==> config.mk <==
export PLATFORM = sky130hd
export DESIGN_NAME = rd_gearbox
export DESIGN_NICKNAME = d
export VERILOG_FILES = /design/src/rtl/rd_gearbox.sv
export SDC_FILE = /design/constraint.sdc
export NUM_CORES = 1
export LEC_CHECK = 0
export BUFFER_PORTS_ARGS = -buffer_cell sky130_fd_sc_hd__buf_2
export CELL_PAD_IN_SITES_DETAIL_PLACEMENT = 1
export CELL_PAD_IN_SITES_GLOBAL_PLACEMENT = 1
export CORE_MARGIN = 2
export CORE_UTILIZATION = 52
export CTS_CLUSTER_DIAMETER = 100
export DETAILED_ROUTE_END_ITERATION = 7
export PLACE_DENSITY = 0.79
export RECOVER_POWER = 50
export SLEW_MARGIN = 0
export SYNTH_ARGS = -nofsm -noshare
export SYNTH_HDL_FRONTEND = slang
export SYNTH_SLANG_ARGS = --single-unit
==> constraint.sdc <==
create_clock -name clk -period 7 [get_ports clk]
set_input_delay 0.7 -clock clk [delete_from_list [all_inputs] [get_ports clk]]
set_output_delay 0.7 -clock clk [all_outputs]
set_load 0.01 [all_outputs]
==> src/rtl/rd_gearbox.sv <==
module rd_gearbox #(
  parameter int LANES      = 2,
  parameter int DW         = 64,
  parameter int BLK_BEATS  = 8,
  parameter int TAG_W      = 4,
  parameter bit SUB_RANKED = 1'b0
) (
  input  logic                  clk,
  input  logic                  rst_n,
  input  logic                  slow_en,
  input  logic [LANES-1:0]      in_valid,
  input  logic [LANES*DW-1:0]   in_data,
  input  logic [TAG_W-1:0]      in_tag,
  output logic                  out_valid,
  output logic [DW-1:0]         out_data,
  output logic                  out_last,
  output logic [TAG_W-1:0]      out_tag,
  output logic                  ovf_err
);

  localparam int GROUPS = SUB_RANKED ? 2 : 1;
  localparam int GL     = LANES / GROUPS;
  localparam int BURST  = GL * BLK_BEATS;
  localparam int PW     = $clog2(BLK_BEATS);
  localparam int CW     = $clog2(BLK_BEATS + 1);
  localparam int BW     = $clog2(BURST);
  localparam int LIW    = (LANES > 1) ? $clog2(LANES) : 1;
  localparam logic [CW-1:0] FULL = CW'(BLK_BEATS);

  logic [DW-1:0]    mem [LANES][BLK_BEATS];
  logic [PW-1:0]    wp [LANES];
  logic [PW-1:0]    rp [LANES];
  logic [CW-1:0]    cnt [LANES];
  logic [TAG_W-1:0] tag_q [2];
  logic [LANES-1:0] full, arrive, wr, pop;
  logic [1:0]       rdy;
  logic             act, grp, last_g, nxt, start, issue, g_cur, burst_end;
  logic [BW-1:0]    bcnt, b_cur;
  logic [LIW-1:0]   lane_cur;

  for (genvar l = 0; l < LANES; l++) begin : g_lane
    assign full[l]   = cnt[l] == FULL;
    assign arrive[l] = slow_en & in_valid[l];
    assign pop[l]    = issue && (lane_cur == LIW'(l));
    assign wr[l]     = arrive[l] & (~full[l] | pop[l]);

    a_r10_pop_nonempty: assert property (@(posedge clk) disable iff (!rst_n)
      pop[l] |-> cnt[l] != '0);
    a_r9_cnt_bound: assert property (@(posedge clk) disable iff (!rst_n)
      cnt[l] <= FULL);
  end

  always_comb begin
    for (int g = 0; g < 2; g++) begin
      rdy[g] = (g < GROUPS);
      for (int k = 0; k < GL; k++) begin
        if (g < GROUPS) begin
          int idx;
          idx = (g * GL + k) % LANES;
          if (!(full[idx] || (cnt[idx] == FULL - 1'b1 && arrive[idx])))
            rdy[g] = 1'b0;
        end
      end
    end
  end

  assign nxt       = (GROUPS > 1) ? (rdy[~last_g] ? ~last_g : last_g) : 1'b0;
  assign start     = !act && rdy[nxt];
  assign issue     = act || start;
  assign g_cur     = act ? grp : nxt;
  assign b_cur     = act ? bcnt : '0;
  assign burst_end = b_cur == BW'(BURST - 1);

  always_comb lane_cur = LIW'(int'(g_cur) * GL + int'(b_cur >> PW));

  always_ff @(posedge clk)
    for (int l = 0; l < LANES; l++)
      if (wr[l]) mem[l][wp[l]] <= in_data[l*DW +: DW];

  always_ff @(posedge clk)
    for (int l = 0; l < LANES; l++)
      if (!rst_n) begin
        wp[l]  <= '0;
        rp[l]  <= '0;
        cnt[l] <= '0;
      end else begin
        wp[l]  <= wp[l] + PW'(wr[l]);
        rp[l]  <= rp[l] + PW'(pop[l]);
        cnt[l] <= cnt[l] + CW'(wr[l]) - CW'(pop[l]);
      end

  always_ff @(posedge clk) begin
    if (!rst_n) begin
      act       <= 1'b0;
      grp       <= 1'b0;
      last_g    <= 1'b1;
      bcnt      <= '0;
      out_valid <= 1'b0;
      out_last  <= 1'b0;
      out_data  <= '0;
      out_tag   <= '0;
      ovf_err   <= 1'b0;
      tag_q[0]  <= '0;
      tag_q[1]  <= '0;
    end else begin
      out_valid <= issue;
      out_last  <= issue && burst_end;
      if (issue) begin
        out_data <= mem[lane_cur][rp[lane_cur]];
        act      <= !burst_end;
        bcnt     <= burst_end ? '0 : b_cur + 1'b1;
      end
      if (start) begin
        out_tag <= tag_q[nxt];
        grp     <= nxt;
        last_g  <= nxt;
      end
      if (|(arrive & full & ~pop)) ovf_err <= 1'b1;
      for (int g = 0; g < GROUPS; g++)
        if (wr[g*GL] && wp[g*GL] == '0) tag_q[g] <= in_tag;
    end
  end

  a_r4_last_in_beat: assert property (@(posedge clk) disable iff (!rst_n)
    out_last |-> out_valid);
  a_r6_no_gap: assert property (@(posedge clk) disable iff (!rst_n)
    out_valid && !out_last |=> out_valid);
  a_r8_tag_hold: assert property (@(posedge clk) disable iff (!rst_n)
    out_valid && !out_last |=> $stable(out_tag));
  a_r9_err_sticky: assert property (@(posedge clk) disable iff (!rst_n)
    ovf_err |=> ovf_err);

endmodule

* Word-level counts from Yosys, hierarchy flattened
Memory sizes are Yosys's and may differ from the RTL's. A register that Yosys moved wholly into a read port is not among the register bits. Index checks and enable logic that the tools add are counted.
Word-level totals: bits in registers 72, bits in latches 0, bits in writable memories 1052, ROM bits 0, word-level logic and storage cells 96, memories kept 5
Memories:
- mem | words 2, width 512, read ports 1, clocked after memory_dff 0, wr ports 2, line 30 | logic [DW-1:0] mem [LANES][BLK_BEATS];
- cnt | words 2, width 4, read ports 2, clocked after memory_dff 0, wr ports 2, line 33 | logic [CW-1:0] cnt [LANES];
- tag_q | words 2, width 4, read ports 1, clocked after memory_dff 1, wr ports 2, line 34 | logic [TAG_W-1:0] tag_q [2];
- rp | words 2, width 3, read ports 3, clocked after memory_dff 0, wr ports 2, line 32 | logic [PW-1:0] rp [LANES];
- wp | words 2, width 3, read ports 2, clocked after memory_dff 0, wr ports 2, line 31 | logic [PW-1:0] wp [LANES];
Operators by class: add/sub/neg operators 9, multipliers 0, divide/modulo/power cells 0, order comparisons 5, equal/unequal tests 5, shift operators 0, muxes and demuxes 27, bitwise logic cells 22, reductions and logical operators 17
Operators with widths (count):
- $mux W512 | 2
- $demux W64 S3 | 2
- $mux W64 | 4
- $bmux W64 S3 | 1
- $mux W4 | 5
- $add A3 B1 Y3 | 4
- $eq A4 B4 Y1 const B | 3
- $ge A4 B4 Y1 const B | 3
- $mux W3 | 4
- $not A3 Y4 | 3
- $logic_and A1 B1 Y1 | 9
- $mux W1 | 9
- $or A1 B1 Y1 | 9
- $add A4 B1 Y4 | 2
- $eq A4 B3 Y1 const B | 2
- $lt A4 B1 Y1 const B | 2
- $sub A4 B1 Y4 | 2
- $add A4 B1 Y4 const B | 1
- $and A1 B1 Y1 | 4
- $and A2 B2 Y2 | 2
- $logic_not A1 Y1 | 3
- $logic_not A3 Y1 | 1
- $logic_or A1 B1 Y1 | 3
- $not A1 Y1 | 3
- other kinds (2) | 2

* Depth between registers and ports, before layout
An unclocked memory read counts as a cell.
depth in word-level cells 16, depth in mapped cells 13, mapped depth without buffers 13

* Least setup slack after synthesis
OpenSTA, ideal clock, no wires.
path type in2reg, start in slow_en, end mem mem[0][320] (netlist name), enable pin, data arrival time 5.789 ns, required time 6.435 ns, setup slack 0.646 ns, stages on the path 5, path through and2_1 a211oi_1 o21ai_0 nand2_1 nor3_1
RTL lines:
- start: declaration | line 10 | input logic slow_en,
- end: declaration | line 30

==> impl_metrics.tcl <==
set metrics [dict create \
    grt_pass1_wl_um 179400 \
    whs_ps 340.4 \
    viasPerCell 6.162 \
    rsz0062_at_grt "false" \
    numPortBuffers 207 \
    setup_viol 0 \
    ys_seq_elements 1124 \
    fill_cells 7766 \
    skew_ps 43.29 \
    initial_utilization_pct 52.61 \
    crit_path_max_fanout 243 \
    num_io_pins 208 \
    final-max-slew-violation-count 91 \
    wl_per_cell_um 28.98 \
    yosysUniqueCellTypes 53 \
    tns_ps 0 \
    synth_edf_count 1028 \
    ys_async_sr_fraction_pct 0 \
    cts.htree.levels 3 \
    grt-ovfl-total 0 \
    start_kind "flip-flop" \
    worst_pin_slew_ps 2392 \
    ys_warn_count 0 \
    crit_chain "nand2_4, buf_12, inv_2, o21ai_0, nand3_1, nor2_4, buf_4" \
    postCtsHoldBufs 0 \
    finalCritPeriodShare_pct 65.60 \
    cpPeakStageDelay_ps 800 \
    drc 0 \
    cts_num_sinks 1124 \
    status "complete, but fails checks" \
    grtUsageTotal_pct 27.86 \
    power.density_nw_per_um2 295.4 \
    cts-resized-gates 0 \
    required_ps 7300 \
    slowest_stage "nor2_4" \
    cp-end-kind "flip-flop" \
    drtIter0Drc 2294 \
    fp.dieH_um 295.2 \
    final_core_util_pct 59.20 \
    drv_cap 1 \
    criticalPathCategory "flip-flop to flip-flop" \
    slew_headroom_pct -59.87 \
    finalHoldViolCount 0 \
    syn-instance-count 2760 \
    p_leak_nw 15.13 \
    drive_gt1_share_pct 9.901 \
    cpLargestDelayFamily "buffers and inverters" \
    hold_path.class "primary input to flip-flop" \
    dp_hpwl_um 65620 \
    root_buffer "clkbuf_16" \
    clkTransAtPathRegs_ps 70 \
    irDropWorstVdd_mv 0.2368 \
    vias 25710 \
    clockBufferDepth 3 \
    ant_nets 0 \
    max_freq_ghz 0.2178 \
    cts_buffers 112 \
    yosysSeqAreaShare_pct 74.36 \
    synth_ff_type "edfxtp_1" \
    antenna_found_initial 16 \
    syn2layout_area_growth_pct 12.53 \
    post_cts_buffers 0 \
    std_cell_rows 106 \
    post-route-min-period_ps 4592 \
    avgSynthCellArea_um2 15.98 \
    syn-cell-area_um2 44100 \
    dr.pass1.iters 5 \
    nets 3091 \
    cts_tree "built" \
    first_global_vias 28180 \
    dieArea_um2 87150 \
    arrival_ps 4890 \
    core_um2 83820 \
    crit_buf_inv 3 \
    syn_nets 2920 \
    clk-insertion-delay-late_ps 700 \
    drt_wl_total_um 121000 \
    die_x_um 295.2 \
    grt_start_max_net_pins 244 \
    violations "max-capacitance violations, max-slew violations" \
    place_congestion 0.7736 \
]
==> cells in the mapped netlist, types with 21 or more instances <==
cell type	number	area [um^2]
buf_2	88	440.4
nor2b_1	254	1589
clkbuf_1	63	236.5
buf_4	24	180.2
o31ai_2	37	462.9
edfxtp_1	1028	30870
ha_1	21	262.8
o31ai_1	26	195.2
a21oi_1	260	1301
nand2_1	72	270.3
nor2_1	28	105.1
o22ai_1	128	800.8
dfxtp_1	96	1922
mux2i_1	259	2592
a211oi_1	255	1914
==> metrics by stage <==
stage	setup WS, ps	cells	total power [mW]	cell area [um^2]
4_1_cts	2193	4164	14.74	49880
2_1_floorplan	646.2	2760	8.205	44100
3_3_place_gp	2461	3951	8.505	46040
5_1_grt	1997	4172	15.02	49620
6_report	2408	4173	14.66	49630
3_5_place_dp	2227	3951	8.569	46040
==> kinds of logic (layout without fill, tap and decap cells) <==
family | Yosys count | after routing | synth area share (%)
multiplexers | 261 | 261 | 5.981
buffers and inverters | 207 | 477 | 2.420
AND/OR/NAND/NOR | 403 | 403 | 5.178
other | 0 | 9 | 0
XOR/XNOR | 8 | 8 | 0.1589
AO/OA/AOI/OAI | 734 | 734 | 11.22
adder cells (fa/ha/maj) | 23 | 23 | 0.6866
flip-flops | 1124 | 1124 | 74.36
==> registers in the layout (all words and copies together), names as in the netlist, 4 cells and up <==
name / flops
cnt: 8
mem: 1024
wp: 6
bcnt: 4
out_tag: 4
tag_q: 4
rp: 6
out_data: 64
==> final timing paths <==
check,slack [ps],to,cells after the start,startpoint
max,2410,mem[0][273],7,act
min,340,tag_q[0][3],2,in_tag[3]
max reg2reg,2410,mem[0][273],7,act
min reg2reg,480,out_data[63],2,out_data[63]
==> report_power, final <==
group          leakage [nW]  total [mW]  switching, mW  internal [mW]
clock                  1.87        6.23           2.64           3.60
combinational          3.20       0.826          0.563          0.263
sequential             10.1        7.60         0.0935           7.50
total                  15.1        14.7           3.29           11.4
==> routing by layer <==
layer	global-route usage [%]	wire length (um)	share of wire, %	vias up
li1	-	-	-	11200
met1	34.98	47190	39	13210
met2	48.05	62110	51	1054
met3	4.729	7817	6.5	239
met4	11.51	3754	3.1	14
met5	0	84	0.069	-
==> layout by cell type, fill, tap and decap left out, types with 18 or more instances in the layout <==
| cell type | Yosys | routed |
|---|---|---|
| edfxtp_1 | 1028 | 1028 |
| a211oi_1 | 255 | 255 |
| dfxtp_1 | 96 | 92 |
| buf_4 | 24 | 35 |
| clkinv_2 | 0 | 23 |
| mux2i_1 | 259 | 259 |
| ha_1 | 21 | 21 |
| clkbuf_16 | 0 | 112 |
| o22ai_1 | 128 | 128 |
| a21oi_1 | 260 | 259 |
| o31ai_1 | 26 | 26 |
| nand2_1 | 72 | 72 |
| nor2b_1 | 254 | 254 |
| clkbuf_1 | 63 | 218 |
| nor2_1 | 28 | 18 |
| o31ai_2 | 37 | 37 |
==> final cells by class <==
type	instances	area [um^2]	area share, %
clock inverters	71	817.0	1.646
repair buffers	245	1110	2.236
multi-input cells	1429	10350	20.86
flip-flops and latches	1124	32810	66.11
well taps	1134	1419	2.859
clock buffers	142	3025	6.097
inverters	19	71.32	0.1437
diodes	9	22.52	0.04538
==> worst register-to-register path, cell delays in order, from the launching register on <==
cell	delay (ps)
dfxtp_1	440
nand2_4	170
buf_12	580
inv_2	450
o21ai_0	450
nand3_1	390
nor2_4	810
buf_4	770
Power figures use the tool's default switching activity.
